`config.mk`:
```
export PLATFORM = sky130hd
export DESIGN_NAME = wdt_exp_top
export DESIGN_NICKNAME = d
export VERILOG_FILES = /design/src/rtl/wdt_exp_pkg.sv /design/src/rtl/wdt_exp_decode.sv /design/src/rtl/wdt_exp_regs.sv /design/src/rtl/wdt_exp_count.sv /design/src/rtl/wdt_exp_top.sv
export SDC_FILE = /design/constraint.sdc
export NUM_CORES = 1
export LEC_CHECK = 0
export ABC_AREA = 1
export BUFFER_PORTS_ARGS = -buffer_cell sky130_fd_sc_hd__buf_4
export CORE_MARGIN = 10
export CORE_UTILIZATION = 63
export CTS_CLUSTER_DIAMETER = 60
export DETAILED_ROUTE_END_ITERATION = 6
export PLACE_DENSITY = 0.88
export SETUP_SLACK_MARGIN = 0.1
export SLEW_MARGIN = 20
export SYNTH_ARGS = -nofsm -noshare
export SYNTH_HDL_FRONTEND = slang
export SYNTH_SLANG_ARGS = --single-unit
```
`constraint.sdc`:
```
create_clock -name clk_i -period 4.5 [get_ports clk_i]
set_clock_uncertainty 0.2 [all_clocks]
set_input_delay 0.45 -clock clk_i [delete_from_list [all_inputs] [get_ports clk_i]]
set_output_delay 0.45 -clock clk_i [all_outputs]
set_load 0.03 [all_outputs]
```
`src/rtl/wdt_exp_pkg.sv`:
```
`timescale 1ns/1ps
package wdt_exp_pkg;
  parameter int unsigned DATA_W = 8;
  parameter int unsigned ADDR_W = 2;
  parameter int unsigned CODE_W = 4;
  localparam int unsigned CNT_W = 2 ** CODE_W;

  localparam logic [ADDR_W-1:0] ADDR_CFG = 'd0;
  localparam logic [ADDR_W-1:0] ADDR_CS  = 'd1;

  localparam logic [DATA_W-1:0] CFG_RST  = 8'h9F;
  localparam logic [DATA_W-1:0] KICK_VAL = 8'h81;

  localparam int unsigned CS_EN_BIT  = 7;
  localparam int unsigned CS_STS_BIT = 0;

  typedef struct packed {
    logic                wr_cfg;
    logic                wr_cs;
    logic                kick;
    logic                clr_sts;
    logic [DATA_W-1:0]   data;
  } wr_dec_t;
endpackage

```
`src/rtl/wdt_exp_decode.sv`:
```
`timescale 1ns/1ps
module wdt_exp_decode
  import wdt_exp_pkg::*;
(
  input  logic [ADDR_W-1:0] addr_i,
  input  logic [DATA_W-1:0] wdata_i,
  input  logic              we_i,
  output wr_dec_t           dec_o
);
  always_comb begin
    dec_o         = '0;
    dec_o.data    = wdata_i;
    dec_o.wr_cfg  = we_i && (addr_i == ADDR_CFG);
    dec_o.wr_cs   = we_i && (addr_i == ADDR_CS);
    dec_o.kick    = dec_o.wr_cs && (wdata_i == KICK_VAL);
    dec_o.clr_sts = dec_o.wr_cs && wdata_i[CS_STS_BIT];
  end
endmodule

```
`src/rtl/wdt_exp_regs.sv`:
```
`timescale 1ns/1ps
module wdt_exp_regs
  import wdt_exp_pkg::*;
(
  input  logic              clk_i,
  input  logic              rst_ni,
  input  wr_dec_t           dec_i,
  input  logic              expire_i,
  input  logic [ADDR_W-1:0] addr_i,
  output logic [DATA_W-1:0] cfg_o,
  output logic              en_o,
  output logic              sts_o,
  output logic [DATA_W-1:0] rdata_o
);
  logic [DATA_W-1:0] cfg_q;
  logic              en_q;
  logic              sts_q;
  logic [DATA_W-1:0] cs_rd;

  always_ff @(posedge clk_i or negedge rst_ni) begin
    if (!rst_ni) begin
      cfg_q <= CFG_RST;
      en_q  <= 1'b0;
      sts_q <= 1'b0;
    end else begin
      if (dec_i.wr_cfg) cfg_q <= dec_i.data;
      if (dec_i.kick)   en_q  <= 1'b1;
      // expiry dominates a simultaneous clear
      if (expire_i)          sts_q <= 1'b1;
      else if (dec_i.clr_sts) sts_q <= 1'b0;
    end
  end

  always_comb begin
    cs_rd             = '0;
    cs_rd[CS_EN_BIT]  = en_q;
    cs_rd[CS_STS_BIT] = sts_q;
  end

  always_comb begin
    unique case (addr_i)
      ADDR_CFG: rdata_o = cfg_q;
      ADDR_CS:  rdata_o = cs_rd;
      default:  rdata_o = '0;
    endcase
  end

  assign cfg_o = cfg_q;
  assign en_o  = en_q;
  assign sts_o = sts_q;
endmodule

```
`src/rtl/wdt_exp_count.sv`:
```
`timescale 1ns/1ps
module wdt_exp_count
  import wdt_exp_pkg::*;
(
  input  logic              clk_i,
  input  logic              rst_ni,
  input  logic              en_i,
  input  logic              kick_i,
  input  logic              tick_i,
  input  logic [CODE_W-1:0] code_i,
  output logic [CNT_W-1:0]  cnt_o,
  output logic              expire_o
);
  logic [CNT_W-1:0] cnt_q;
  logic [CNT_W-1:0] reload;
  logic             last;

  // 2^code ticks of 1/8 s
  always_comb begin
    reload = '0;
    for (int unsigned i = 0; i < CNT_W; i++) begin
      if (code_i == CODE_W'(i)) reload[i] = 1'b1;
    end
  end

  assign last = (cnt_q == CNT_W'(1));

  always_ff @(posedge clk_i or negedge rst_ni) begin
    if (!rst_ni) begin
      cnt_q    <= '0;
      expire_o <= 1'b0;
    end else begin
      expire_o <= 1'b0;
      if (kick_i) begin
        cnt_q <= reload;
      end else if (en_i && tick_i) begin
        if (last) begin
          cnt_q    <= reload;
          expire_o <= 1'b1;
        end else begin
          cnt_q <= cnt_q - CNT_W'(1);
        end
      end
    end
  end

  assign cnt_o = cnt_q;
endmodule

```
`src/rtl/wdt_exp_top.sv`:
```
`timescale 1ns/1ps
module wdt_exp_top
  import wdt_exp_pkg::*;
(
  input  logic              clk_i,
  input  logic              rst_ni,
  input  logic              tick_i,
  input  logic [ADDR_W-1:0] addr_i,
  input  logic [DATA_W-1:0] wdata_i,
  input  logic              we_i,
  output logic [DATA_W-1:0] rdata_o,
  output logic              rst_req_o
);
  wr_dec_t           dec;
  logic [DATA_W-1:0] cfg;
  logic              en;
  logic              sts;
  logic              expire;
  logic [CNT_W-1:0]  cnt;

  wdt_exp_decode i_decode (
    .addr_i  (addr_i),
    .wdata_i (wdata_i),
    .we_i    (we_i),
    .dec_o   (dec)
  );

  wdt_exp_regs i_regs (
    .clk_i    (clk_i),
    .rst_ni   (rst_ni),
    .dec_i    (dec),
    .expire_i (expire),
    .addr_i   (addr_i),
    .cfg_o    (cfg),
    .en_o     (en),
    .sts_o    (sts),
    .rdata_o  (rdata_o)
  );

  wdt_exp_count i_count (
    .clk_i    (clk_i),
    .rst_ni   (rst_ni),
    .en_i     (en),
    .kick_i   (dec.kick),
    .tick_i   (tick_i),
    .code_i   (cfg[CODE_W-1:0]),
    .cnt_o    (cnt),
    .expire_o (expire)
  );

  assign rst_req_o = expire;
endmodule

```
==> flow_summary.html, run 1 <==
<table>
<tr><th>Metric</th><th>Value</th></tr>
<tr><th colspan="2">Synthesis</th></tr>
<tr><td>Synth area leader</td><td>dfrtp_1</td></tr>
<tr><td>Count of cell types in the netlist</td><td>30</td></tr>
<tr><td>Synth Instances</td><td>296</td></tr>
<tr><td>Simple-gate share of the synthesized area</td><td>0.4555</td></tr>
<tr><td>Top cells by area in the synthesized netlist</td><td>dfrtp_1, nand2_1, dfstp_2, inv_1, nor2_1</td></tr>
<tr><td>Share of synthesized area spent on multiplexers</td><td>0.005607</td></tr>
<tr><td>Warnings from Yosys</td><td>0</td></tr>
<tr><td>Top cell type's share of synthesized area</td><td>0.2617</td></tr>
<tr><td>Mapped Nets</td><td>312</td></tr>
<tr><td>Post-Synthesis Mean Instance Area</td><td>6.784 um^2</td></tr>
<tr><td>Compound-gate portion of the synthesized area</td><td>0.06729</td></tr>
<tr><td>Xor and xnor fraction of the mapped netlist area</td><td>0.02617</td></tr>
<tr><td>Number of synthesized register bits</td><td>27</td></tr>
<tr><td>Main combinational cell family by area after synthesis</td><td>simple AND/OR/NAND/NOR gates</td></tr>
<tr><td>Register area share after synthesis</td><td>0.3402</td></tr>
<tr><td>Adder-cell share of the synthesized area</td><td>0.01246</td></tr>
<tr><td>Area of the mapped netlist</td><td>0.002008 mm^2</td></tr>
<tr><th colspan="2">STA</th></tr>
<tr><td>Number of setup violations in the final report</td><td>0</td></tr>
<tr><td>Final Worst Setup Slack</td><td>2389 ps</td></tr>
<tr><td>Relative slew slack</td><td>0.5730</td></tr>
<tr><td>Accumulated negative setup slack</td><td>0 ps</td></tr>
<tr><td>Hold violation count in the final report</td><td>0</td></tr>
<tr><td>Number of max-slew violations in the final report</td><td>0</td></tr>
<tr><td>Fraction of the cycle the final worst path needs</td><td>0.4692</td></tr>
<tr><td>Slew at the pin closest to its max-slew limit</td><td>640.4 ps</td></tr>
<tr><td>RSZ-0062 raised after global routing</td><td>false</td></tr>
<tr><td>Maximum clock frequency</td><td>473.6 MHz</td></tr>
<tr><td>Min Clock Period, post-route</td><td>2111 ps</td></tr>
<tr><th colspan="2">Global route</th></tr>
<tr><td>GRT Total Usage</td><td>0.1646</td></tr>
<tr><td>Global-route wire length before repair</td><td>8.314 mm</td></tr>
<tr><td>Largest net degree at the start of global routing</td><td>28</td></tr>
<tr><td>Via count of the first global-routing pass</td><td>1908</td></tr>
<tr><td>Initial antenna violation count</td><td>0</td></tr>
<tr><td>GRT Residual Overflow</td><td>0</td></tr>
<tr><th colspan="2">Detailed routing</th></tr>
<tr><td>First-pass detailed-route iteration total</td><td>4</td></tr>
<tr><td>Via-to-Cell Ratio</td><td>5.333</td></tr>
<tr><td>Average routed wire per standard cell</td><td>12.91 um</td></tr>
<tr><td>Vias post-DR</td><td>1936</td></tr>
<tr><td>Initial drt markers</td><td>172</td></tr>
<tr><td>Total detailed-routing wirelength</td><td>4.685 mm</td></tr>
<tr><td>Detail Route Antenna Nets</td><td>0</td></tr>
<tr><td>Number of DRC violations after detailed routing</td><td>0</td></tr>
<tr><th colspan="2">Power and ir drop</th></tr>
<tr><td>PwrDens</td><td>480.3 mW/mm^2</td></tr>
<tr><td>Maximum VDD drop</td><td>0.0002506 V</td></tr>
<tr><td>Leakage power</td><td>1.182 nW</td></tr>
<tr><td>Total power consumption of the routed design</td><td>1.075 mW</td></tr>
<tr><th colspan="2">Clock network</th></tr>
<tr><td>Clock tree from TritonCTS</td><td>done</td></tr>
<tr><td>Clk buf depth</td><td>2</td></tr>
<tr><td>Reg clk slew, reported paths</td><td>140 ps</td></tr>
<tr><td>Clock latency at the later pin of the worst-skew pair</td><td>340 ps</td></tr>
<tr><td>TritonCTS Buffers</td><td>3</td></tr>
<tr><td>Library cell used as clock root buffer</td><td>clkbuf_4</td></tr>
<tr><td>Cells resized by post-CTS repair</td><td>0</td></tr>
<tr><td>H-tree level count</td><td>1</td></tr>
<tr><td># clock sinks</td><td>27</td></tr>
<tr><th colspan="2">Min path</th></tr>
<tr><td>Type of the worst min-delay path</td><td>primary input to flop</td></tr>
<tr><td>Hold Path Cell Cnt</td><td>3</td></tr>
<tr><th colspan="2">Worst setup path</th></tr>
<tr><td>Arrival time reported for the critical path endpoint</td><td>2130 ps</td></tr>
<tr><td>Element type at the critical path end</td><td>flop</td></tr>
<tr><td>Largest driver fanout on the critical path</td><td>12</td></tr>
<tr><td>Worst reg-to-reg path cell count</td><td>9</td></tr>
<tr><td>Kind of critical path</td><td>flop to flop</td></tr>
<tr><td>CP Data Required Time</td><td>4520 ps</td></tr>
<tr><td>Kind of start point of the critical path</td><td>flop</td></tr>
<tr><th colspan="2">Layout</th></tr>
<tr><td>Filler-free cell count of the finished design</td><td>363</td></tr>
<tr><td>Share of layout cells above drive strength 1</td><td>0.2414</td></tr>
<tr><td>Fillcell total</td><td>263</td></tr>
<tr><td>Number of diodes</td><td>0</td></tr>
<tr><td>Area taken by multi-input logic gates</td><td>0.001139 mm^2</td></tr>
<tr><td>P&amp;R area growth vs syn</td><td>11.40%</td></tr>
<tr><td>Final #Nets</td><td>336</td></tr>
<tr><td>Register cell area after layout</td><td>683.2 um^2</td></tr>
<tr><th colspan="2">Flow run</th></tr>
<tr><td>Number of max-cap violations</td><td>0</td></tr>
<tr><th colspan="2">Placement</th></tr>
<tr><td>Setup WS pre-CTS</td><td>2219 ps</td></tr>
<tr><td>Cell total after placement</td><td>358</td></tr>
<tr><td>Final weighted congestion of routability-driven global placement</td><td>0.8882</td></tr>
<tr><td>Post-DP HPWL</td><td>3.700 mm</td></tr>
<tr><td>Total of buffers placed on input and output ports</td><td>22</td></tr>
<tr><th colspan="2">Floorplan</th></tr>
<tr><td>Floorplan die area</td><td>0.005846 mm^2</td></tr>
<tr><td>Die boundary height</td><td>76.46 um</td></tr>
<tr><td>Area of the core</td><td>0.003053 mm^2</td></tr>
<tr><td>Initial Utilization</td><td>0.6578</td></tr>
<tr><td>Std-Cell Rows</td><td>20</td></tr>
<tr><td>Die Span X</td><td>76.46 um</td></tr>
<tr><td>Number of I/O pins</td><td>23</td></tr>
<tr><th colspan="2">Outcome</th></tr>
<tr><td>Outcome</td><td>finished, final reports clean</td></tr>
</table>
-- Yosys cell counts --
master and count:
nor3_1 4, nor2_2 7, inv_1 36, mux2_2 1, nand3_1 21, nand3_4 1, dfrtp_1 21, xor2_1 5
nor2_1 31, nand2_1 99, ha_1 2, dfstp_2 6, xnor2_1 1, clkinv_2 1, nand3_2 5, nand2_4 1
inv_2 5, o21bai_1 1, o21ai_0 10, o21ai_1 2, nand4_1 3, buf_2 1, clkbuf_1 1, buf_4 1
nand3b_1 3, buf_6 1, o22ai_1 1, o21ai_2 7, nand2_2 13, nor2_4 5
-- worst paths after layout --
path | from | to | slack, ps
min in group asynchronous | rst_ni | i_count.cnt_o[14] | 340
worst max register to register | i_count.cnt_o[1] | i_count.cnt_o[6] | 2390
max in group asynchronous | rst_ni | i_regs.cfg_o[3] | 3440
worst max-delay path | i_count.cnt_o[1] | i_count.cnt_o[6] | 2390
worst min register to register | i_regs.cfg_o[4] | i_regs.cfg_o[4] | 300
worst min-delay path | wdata_i[2] | i_regs.cfg_o[2] | 140
-- critical path, cell delays in order, from the launching register on --
cell	delay (ps)
dfrtp_1	410
inv_1	110
ha_1	190
inv_1	50
nor2_1	80
nand4_1	120
o21ai_2	540
nand2_2	130
nand3_2	110
o21ai_2	60
-- area by class of cell --
class	instances	area share
Sequential cell	27	0.3054
Multi-Input combinational cell	223	0.5089
Inverter	42	0.07103
Clock buffer	4	0.01174
Tap cell	44	0.02461
Timing Repair Buffer	23	0.07830
-- power breakdown --
| part | leakage [nW] | switching [mW] | internal (mW) | total, mW |
|---|---|---|---|---|
| logic | 0.838 | 0.349 | 0.200 | 0.549 |
| clock network | 0.0150 | 0.0738 | 0.0349 | 0.109 |
| registers | 0.329 | 0.0931 | 0.324 | 0.417 |
| total | 1.18 | 0.515 | 0.559 | 1.07 |
-- metrics by stage --
step	util	cell area, um^2	hold slack [ps]
floorplan	-	2008	-45.59
global placement	0.7209	2201	184.0
detailed placement	0.7209	2201	184.3
CTS	0.7328	2237	140.9
global route	0.7328	2237	147.3
finish	0.7328	2237	144.9
-- sequential cells by signal, indices dropped and copies added (netlist names) --
register and count:
i_count.cnt_o 16, i_regs.cfg_o 8, i_count.expire_o 1, i_regs.en_o 1
i_regs.sts_o 1
-- logic make-up after synthesis --
| group | Yosys count |
|---|---|
| buf+inv | 46 |
| compound gates | 21 |
| xor+xnor | 6 |
| flops | 27 |
| simple gates | 193 |
| mux | 1 |
| fa+ha+maj | 2 |
-- routing by layer --
metal,share of wire,GRT usage
met1,0.44,0.2025
met2,0.49,0.2781
met3,0.060,0.03184
met4,0.015,0.05762
met5,0,0
-- placed cells by master, fill, tap and decap left out, types with 4 or more instances in the layout --
cell,instances
nand2_2,13
o21ai_0,10
o21ai_2,7
nor2_4,5
inv_1,36
xor2_1,5
inv_2,5
buf_4,22
dfstp_2,6
nor2_2,7
nand2_1,99
nor2_1,31
dfrtp_1,21
nand3_2,5
nor3_1,4
nand3_1,21
-- repair_timing --
action / 4_1_cts / 5_1_grt
setup endpoints to repair: 0 / 0
hold buffers: 1 / 0
buffers inserted: 0 / 0
hold endpoints to repair: 21 / 0
Power figures use the tool's default switching activity.
==> inputs of run 2 (changes only) <==
--- a/config.mk
+++ b/config.mk
@@ -8,10 +8,10 @@
 export ABC_AREA = 1
 export BUFFER_PORTS_ARGS = -buffer_cell sky130_fd_sc_hd__buf_4
 export CORE_MARGIN = 10
-export CORE_UTILIZATION = 63
+export CORE_UTILIZATION = 58
 export CTS_CLUSTER_DIAMETER = 60
 export DETAILED_ROUTE_END_ITERATION = 6
-export PLACE_DENSITY = 0.88
+export PLACE_DENSITY = 0.82
 export SETUP_SLACK_MARGIN = 0.1
 export SLEW_MARGIN = 20
 export SYNTH_ARGS = -nofsm -noshare
==> constraint.sdc (replaced) <==
create_clock -name clk_i -period 2.2 [get_ports clk_i]
set_clock_uncertainty 0.2 [all_clocks]
set_input_delay 0.22 -clock clk_i [delete_from_list [all_inputs] [get_ports clk_i]]
set_output_delay 0.22 -clock clk_i [all_outputs]
set_load 0.03 [all_outputs]
==> run 2 against run 1 <==
Global-route usage shrank 0.33 points. Count of clock-buffer cells in the layout is the same. Final cell count grew 3.9%. Register-to-register slack lost 2100 ps. Critical path type is now primary input to flop.
==> flow_summary.html, run 2 (synthesis results as in run 1) <==
<table>
<tr><th>Metric</th><th>Value</th></tr>
<tr><th colspan="2">STA</th></tr>
<tr><td>Min Clock Period, post-route</td><td>1940 ps</td></tr>
<tr><td>Hold violation count in the final report</td><td>0</td></tr>
<tr><td>Slew at the pin closest to its max-slew limit</td><td>420.5 ps</td></tr>
<tr><td>Fraction of the cycle the final worst path needs</td><td>0.8818</td></tr>
<tr><td>Maximum clock frequency</td><td>515.5 MHz</td></tr>
<tr><td>Accumulated negative setup slack</td><td>0 ps</td></tr>
<tr><td>Relative slew slack</td><td>0.7190</td></tr>
<tr><td>Number of setup violations in the final report</td><td>0</td></tr>
<tr><td>RSZ-0062 raised after global routing</td><td>false</td></tr>
<tr><td>Tightest hold margin</td><td>75.58 ps</td></tr>
<tr><td>Number of max-slew violations in the final report</td><td>0</td></tr>
<tr><th colspan="2">Placement</th></tr>
<tr><td>Total of buffers placed on input and output ports</td><td>22</td></tr>
<tr><td>Post-DP HPWL</td><td>3.738 mm</td></tr>
<tr><td>Placement-stage cell area</td><td>0.002226 mm^2</td></tr>
<tr><td>Final weighted congestion of routability-driven global placement</td><td>0.9290</td></tr>
<tr><th colspan="2">Layout</th></tr>
<tr><td>Most used cells in the layout excluding fill and tap cells</td><td>nand2_1, inv_1, nor2_1</td></tr>
<tr><td>Final #Nets</td><td>348</td></tr>
<tr><td>P&amp;R area growth vs syn</td><td>17.38%</td></tr>
<tr><td>Share of layout cells above drive strength 1</td><td>0.2417</td></tr>
<tr><td>Design area</td><td>0.002357 mm^2</td></tr>
<tr><td>Number of flip-flops under the largest register name</td><td>16</td></tr>
<tr><td>Fillcell total</td><td>289</td></tr>
<tr><td>Most frequent standard cell in the layout excluding fill and tap cells</td><td>nand2_1</td></tr>
<tr><td>Number of diodes</td><td>0</td></tr>
<tr><th colspan="2">Detailed routing</th></tr>
<tr><td>Total detailed-routing wirelength</td><td>4.845 mm</td></tr>
<tr><td>Initial drt markers</td><td>113</td></tr>
<tr><td>Vias post-DR</td><td>1910</td></tr>
<tr><td>Average routed wire per standard cell</td><td>12.85 um</td></tr>
<tr><td>Number of DRC violations after detailed routing</td><td>0</td></tr>
<tr><td>Detail Route Antenna Nets</td><td>0</td></tr>
<tr><td>Via-to-Cell Ratio</td><td>5.066</td></tr>
<tr><td>First-pass detailed-route iteration total</td><td>4</td></tr>
<tr><th colspan="2">Floorplan</th></tr>
<tr><td>Floorplan die area</td><td>0.006216 mm^2</td></tr>
<tr><td>Die Span X</td><td>78.84 um</td></tr>
<tr><td>Number of I/O pins</td><td>23</td></tr>
<tr><td>Area of the core</td><td>0.003337 mm^2</td></tr>
<tr><td>Initial Utilization</td><td>0.6018</td></tr>
<tr><td>Die boundary height</td><td>78.84 um</td></tr>
<tr><td>Std-Cell Rows</td><td>21</td></tr>
<tr><th colspan="2">Clock network</th></tr>
<tr><td>TritonCTS Buffers</td><td>3</td></tr>
<tr><td># clock sinks</td><td>27</td></tr>
<tr><td>Library cell used as clock root buffer</td><td>clkbuf_4</td></tr>
<tr><td>Clock tree from TritonCTS</td><td>done</td></tr>
<tr><td>Clock latency at the later pin of the worst-skew pair</td><td>330 ps</td></tr>
<tr><td>Buffer count from post-CTS setup fixing</td><td>0</td></tr>
<tr><td>Reg clk slew, reported paths</td><td>160 ps</td></tr>
<tr><td>H-tree level count</td><td>1</td></tr>
<tr><td>Clk buf depth</td><td>2</td></tr>
<tr><th colspan="2">Power and ir drop</th></tr>
<tr><td>Flop pwr share</td><td>0.382</td></tr>
<tr><td>Combinational cell fraction of total power</td><td>0.515</td></tr>
<tr><td>Switching part of the total power</td><td>0.4778</td></tr>
<tr><td>Net switching power of the design</td><td>1.060 mW</td></tr>
<tr><td>PwrDens</td><td>941.2 mW/mm^2</td></tr>
<tr><td>Cell Int Power</td><td>1.159 mW</td></tr>
<tr><td>Leakage power</td><td>1.235 nW</td></tr>
<tr><td>Maximum VDD drop</td><td>0.0005437 V</td></tr>
<tr><td>Clock power share</td><td>0.103</td></tr>
<tr><th colspan="2">Worst setup path</th></tr>
<tr><td>Largest driver fanout on the critical path</td><td>12</td></tr>
<tr><td>Kind of start point of the critical path</td><td>primary input</td></tr>
<tr><td>Element type at the critical path end</td><td>flop</td></tr>
<tr><td>Arrival time reported for the critical path endpoint</td><td>2030 ps</td></tr>
<tr><td>Kind of critical path</td><td>primary input to flop</td></tr>
<tr><td>Register-to-register setup slack</td><td>320 ps</td></tr>
<tr><td>CP Data Required Time</td><td>2290 ps</td></tr>
<tr><th colspan="2">Global route</th></tr>
<tr><td>Initial antenna violation count</td><td>0</td></tr>
<tr><td>Global-route wire length before repair</td><td>8.418 mm</td></tr>
<tr><td>Largest net degree at the start of global routing</td><td>28</td></tr>
<tr><td>GRT Residual Overflow</td><td>0</td></tr>
<tr><td>GRT Total Usage</td><td>0.1613</td></tr>
<tr><td>Via count of the first global-routing pass</td><td>1848</td></tr>
<tr><th colspan="2">Outcome</th></tr>
<tr><td>Outcome</td><td>finished, final reports clean</td></tr>
<tr><th colspan="2">Min path</th></tr>
<tr><td>Type of the worst min-delay path</td><td>primary input to flop</td></tr>
<tr><th colspan="2">Flow run</th></tr>
<tr><td>Number of max-cap violations</td><td>0</td></tr>
</table>
==> run 2: cell count changes in the layout (fill, tap and decap cells not counted) <==
cell,before,now
nand2_4,1,2
buf_4,22,25
nand2_2,13,12
dlygate4sd3_1,1,10
==> run 2: final cells by class <==
type	instances	area (um^2)	area share
repair buffers	35	287.8	0.1221
flip-flops and latches	27	683.2	0.2898
multi-input cells	223	1144	0.4851
inverters	42	158.9	0.06741
well taps	46	57.56	0.02442
clock buffers	4	26.28	0.01115
==> run 2: power by group through the flow <==
stage / clock (mW) / combinational, mW / sequential [mW]
2_1_floorplan: 0 / 0.913 / 0.810
3_3_place_gp: 0 / 1.09 / 0.849
3_5_place_dp: 0 / 1.12 / 0.854
4_1_cts: 0.232 / 1.14 / 0.844
5_1_grt: 0.240 / 1.29 / 0.869
6_report: 0.228 / 1.14 / 0.847
==> run 2: per-stage QoR <==
stage / util / instances / total power [mW] / setup slack (ps)
finish: 0.7064 / 377 / 2.219 / 260.0
global route: 0.7064 / 377 / 2.401 / 113.1
CTS: 0.7049 / 377 / 2.218 / 264.1
detailed placement: 0.6670 / 363 / 1.977 / 364.0
global placement: 0.6670 / 363 / 1.940 / 431.6
floorplan: - / 296 / 1.723 / 543.5
==> run 2: final timing paths <==
| check | end | depth (start not counted) | start |
|---|---|---|---|
| worst max register to register | i_count.cnt_o[5] | 11 | i_count.cnt_o[1] |
| max in group asynchronous | i_regs.cfg_o[3] | 2 | rst_ni |
| worst min register to register | i_regs.cfg_o[4] | 2 | i_regs.cfg_o[4] |
| worst min-delay path | i_regs.sts_o | 5 | addr_i[1] |
| min in group asynchronous | i_count.expire_o | 2 | rst_ni |
| worst max-delay path | i_count.cnt_o[5] | 12 | wdata_i[2] |
==> run 2: timing repair <==
item | CTS | global route
hold endpoints to repair | 36 | 0
setup endpoints to repair | 0 | 11
resized for setup | 0 | 1
hold buffers | 10 | 0
==> run 2: routing by layer <==
layer / share of wire / wire [um] / global-route usage
met2: 0.51 / 2492 / 0.2895
met1: 0.44 / 2152 / 0.2005
met4: 0.011 / 51 / 0.02867
met5: 0 / 0 / 0
met3: 0.031 / 149 / 0.02477
==> run 2: critical path, cell delays in order <==
cell           delay, ps
dlygate4sd3_1        540
buf_4                130
inv_1                 70
nand2_1               70
nor2_1               110
nand3b_1             260
o21ai_2              130
buf_4                230
nand2_1               70
o21ai_0               70
nand2_1               80
nand2_1               60
==> inputs of run 3 (changes only) <==
--- a/config.mk
+++ b/config.mk
@@ -11,7 +11,7 @@
 export CORE_UTILIZATION = 58
 export CTS_CLUSTER_DIAMETER = 60
 export DETAILED_ROUTE_END_ITERATION = 6
-export PLACE_DENSITY = 0.82
+export PLACE_DENSITY = 0.79
 export SETUP_SLACK_MARGIN = 0.1
 export SLEW_MARGIN = 20
 export SYNTH_ARGS = -nofsm -noshare
==> constraint.sdc (replaced) <==
create_clock -name clk_i -period 2.1 [get_ports clk_i]
set_clock_uncertainty 0.2 [all_clocks]
set_input_delay 0.21 -clock clk_i [delete_from_list [all_inputs] [get_ports clk_i]]
set_output_delay 0.21 -clock clk_i [all_outputs]
set_load 0.03 [all_outputs]
==> run 3 against run 2 <==
Design area increased by 2.1%. Power rose by 7.1%. Routed wire length up 6.5%. Sequential power rose by 5.1%. Register-to-register slack lost 90 ps. Utilization rose by 1.5 points. Final cell count is 1.3% higher. Largest power group unchanged.
==> flow_summary.html, run 3 (synthesis results as in run 1) <==
<table>
<tr><th>Metric</th><th>Value</th></tr>
<tr><th colspan="2">Clock network</th></tr>
<tr><td>Clk buf depth</td><td>2</td></tr>
<tr><td>Reg clk slew, reported paths</td><td>160 ps</td></tr>
<tr><td>TritonCTS Buffers</td><td>3</td></tr>
<tr><td># clock sinks</td><td>27</td></tr>
<tr><td>Library cell used as clock root buffer</td><td>clkbuf_4</td></tr>
<tr><td>H-tree level count</td><td>1</td></tr>
<tr><td>Clock tree from TritonCTS</td><td>done</td></tr>
<tr><td>Clock latency at the later pin of the worst-skew pair</td><td>340 ps</td></tr>
<tr><th colspan="2">STA</th></tr>
<tr><td>Slew at the pin closest to its max-slew limit</td><td>423.4 ps</td></tr>
<tr><td>Fraction of the cycle the final worst path needs</td><td>0.9049</td></tr>
<tr><td>Min Clock Period, post-route</td><td>1900 ps</td></tr>
<tr><td>Number of max-slew violations in the final report</td><td>0</td></tr>
<tr><td>Maximum clock frequency</td><td>526.2 MHz</td></tr>
<tr><td>Accumulated negative setup slack</td><td>0 ps</td></tr>
<tr><td>Hold violation count in the final report</td><td>0</td></tr>
<tr><td>Relative slew slack</td><td>0.7170</td></tr>
<tr><td>Number of setup violations in the final report</td><td>0</td></tr>
<tr><td>RSZ-0062 raised after global routing</td><td>false</td></tr>
<tr><th colspan="2">Detailed routing</th></tr>
<tr><td>Total detailed-routing wirelength</td><td>5.162 mm</td></tr>
<tr><td>Number of DRC violations after detailed routing</td><td>0</td></tr>
<tr><td>Detail Route Antenna Nets</td><td>0</td></tr>
<tr><td>First-pass detailed-route iteration total</td><td>4</td></tr>
<tr><td>Vias post-DR</td><td>1931</td></tr>
<tr><td>Average routed wire per standard cell</td><td>13.51 um</td></tr>
<tr><td>Initial drt markers</td><td>143</td></tr>
<tr><td>Via-to-Cell Ratio</td><td>5.055</td></tr>
<tr><th colspan="2">Global route</th></tr>
<tr><td>Global-route track usage on met2</td><td>0.2911</td></tr>
<tr><td>Met1 routing resource usage after global routing</td><td>0.2201</td></tr>
<tr><td>Via count of the first global-routing pass</td><td>1861</td></tr>
<tr><td>Most heavily used metal layer in global routing</td><td>met2</td></tr>
<tr><td>GR Util met3</td><td>0.02590</td></tr>
<tr><td>Largest net degree at the start of global routing</td><td>28</td></tr>
<tr><td>Initial antenna violation count</td><td>0</td></tr>
<tr><td>Global-route wire length before repair</td><td>8.763 mm</td></tr>
<tr><td>GRT Residual Overflow</td><td>0</td></tr>
<tr><td>GRT Total Usage</td><td>0.1700</td></tr>
<tr><th colspan="2">Worst setup path</th></tr>
<tr><td>Largest driver fanout on the critical path</td><td>16</td></tr>
<tr><td>Crit Reg-Reg Endpoint</td><td>i_count.cnt_o[4]</td></tr>
<tr><td>Worst reg-to-reg path cell count</td><td>10</td></tr>
<tr><td>Most frequent cell on the critical path</td><td>buf_4</td></tr>
<tr><td>Element type at the critical path end</td><td>flop</td></tr>
<tr><td>Largest stage delay on the critical path</td><td>540 ps</td></tr>
<tr><td>Arrival time reported for the critical path endpoint</td><td>1970 ps</td></tr>
<tr><td>Kind of critical path</td><td>primary input to flop</td></tr>
<tr><td>Critical register-to-register path startpoint</td><td>i_count.cnt_o[1]</td></tr>
<tr><td>Slowest-stage cell, CP</td><td>dlygate4sd3_1</td></tr>
<tr><td>Worst path cell trace</td><td>dlygate4sd3_1 -&gt; buf_4 -&gt; inv_1 -&gt; nand2_1 -&gt; nor2_1 -&gt; nand3b_1 -&gt; buf_4 -&gt; nand2_4 -&gt; buf_4 -&gt; nand3_2 -&gt; o21ai_2</td></tr>
<tr><td>CP Data Required Time</td><td>2170 ps</td></tr>
<tr><td>Kind of start point of the critical path</td><td>primary input</td></tr>
<tr><td>Register-to-register setup slack</td><td>230 ps</td></tr>
<tr><th colspan="2">Placement</th></tr>
<tr><td>Placement-stage cell area</td><td>0.002226 mm^2</td></tr>
<tr><td>Post-DP HPWL</td><td>3.759 mm</td></tr>
<tr><td>Final weighted congestion of routability-driven global placement</td><td>0.8658</td></tr>
<tr><td>Total of buffers placed on input and output ports</td><td>22</td></tr>
<tr><th colspan="2">Min path</th></tr>
<tr><td>Hold Path Sink</td><td>i_regs.sts_o</td></tr>
<tr><td>Hold Path Cell Cnt</td><td>5</td></tr>
<tr><td>Type of the worst min-delay path</td><td>primary input to flop</td></tr>
<tr><td>HP Start</td><td>addr_i[1]</td></tr>
<tr><th colspan="2">Floorplan</th></tr>
<tr><td>Floorplan die area</td><td>0.006216 mm^2</td></tr>
<tr><td>Area of the core</td><td>0.003337 mm^2</td></tr>
<tr><td>Die boundary height</td><td>78.84 um</td></tr>
<tr><td>Std-Cell Rows</td><td>21</td></tr>
<tr><td>Initial Utilization</td><td>0.6018</td></tr>
<tr><td>Die Span X</td><td>78.84 um</td></tr>
<tr><td>Number of I/O pins</td><td>23</td></tr>
<tr><th colspan="2">Flow run</th></tr>
<tr><td>Number of max-cap violations</td><td>0</td></tr>
<tr><th colspan="2">Outcome</th></tr>
<tr><td>Outcome</td><td>finished, final reports clean</td></tr>
<tr><th colspan="2">Power and ir drop</th></tr>
<tr><td>Leakage power</td><td>1.263 nW</td></tr>
<tr><td>Maximum VDD drop</td><td>0.0005351 V</td></tr>
<tr><td>PwrDens</td><td>987.2 mW/mm^2</td></tr>
<tr><th colspan="2">Layout</th></tr>
<tr><td>Final #Nets</td><td>353</td></tr>
<tr><td>Number of diodes</td><td>0</td></tr>
<tr><td>Fillcell total</td><td>284</td></tr>
<tr><td>Design area</td><td>0.002407 mm^2</td></tr>
<tr><td>Share of layout cells above drive strength 1</td><td>0.2619</td></tr>
<tr><td>P&amp;R area growth vs syn</td><td>19.88%</td></tr>
<tr><td>Number of flip-flops under the largest register name</td><td>16</td></tr>
<tr><td>Most frequent standard cell in the layout excluding fill and tap cells</td><td>nand2_1</td></tr>
<tr><td>Most used cells in the layout excluding fill and tap cells</td><td>nand2_1, inv_1, nor2_1</td></tr>
<tr><td>Final standard cell utilization of the core</td><td>0.7214</td></tr>
</table>
[run 3: cell types whose count changed in the layout (fill, tap and decap cells not counted), sizes merged]
cell / change
clkbuf: -1
buf: +5
clkinv: +1
[run 3: layer usage]
metal | vias up | routed length [um]
met4 | 0 | 73
met5 | - | 0
met3 | 9 | 178
li1 | 997 | -
met1 | 887 | 2370
met2 | 38 | 2539
[run 3: worst max path at each step]
stage | from | to | depth (start not counted) | slack, ps
floorplan | i_count.cnt_o[1] | i_count.cnt_o[1] | 10 | 440
global placement | i_count.cnt_o[1] | i_count.cnt_o[5] | 10 | 250
detailed placement | i_count.cnt_o[1] | i_count.cnt_o[1] | 10 | 200
CTS | i_count.cnt_o[1] | i_count.cnt_o[5] | 11 | 140
global route | wdata_i[4] | i_count.cnt_o[2] | 11 | 70
finish | wdata_i[2] | i_count.cnt_o[1] | 11 | 200
[run 3: area by class of cell]
cell class	instances	area (um^2)	area share
Tap cell	46	57.56	0.02391
Sequential cell	27	683.2	0.2838
Multi-Input combinational cell	223	1154	0.4792
Clock inverter	1	5.005	0.002079
Timing Repair Buffer	40	326.6	0.1357
Inverter	42	158.9	0.06601
Clock buffer	3	22.52	0.009356
[run 3: worst max-delay path, delay by kind of cell]
kind | cells | cell delay (ps)
compound gates | 1 | 60
buf+inv | 5 | 1190
simple gates | 5 | 500
[run 3: where the power goes]
part / internal [mW] / leakage (nW) / switching [mW] / total [mW]
registers: 0.695 / 0.329 / 0.195 / 0.890
logic: 0.474 / 0.916 / 0.776 / 1.25
clock network: 0.0717 / 0.0177 / 0.166 / 0.237
total: 1.24 / 1.26 / 1.14 / 2.38
[run 3: per-stage QoR]
stage / total power, mW / worst slack (ps) / cells / hold WS [ps]
2_1_floorplan: 1.805 / 443.5 / 296 / -285.6
3_3_place_gp: 2.053 / 252.5 / 363 / -49.49
3_5_place_dp: 2.079 / 199.4 / 363 / -49.50
4_1_cts: 2.331 / 141.0 / 377 / 83.20
5_1_grt: 2.603 / 72.60 / 382 / 137.4
6_report: 2.376 / 199.7 / 382 / 79.58
[run 3: timing repair]
| item | CTS | global route |
|---|---|---|
| buffers inserted | 0 | 4 |
| endpoints found under the setup margin | 0 | 13 |
| hold buffers | 10 | 0 |
| gates resized for setup | 0 | 5 |
| hold endpoints to repair | 36 | 0 |
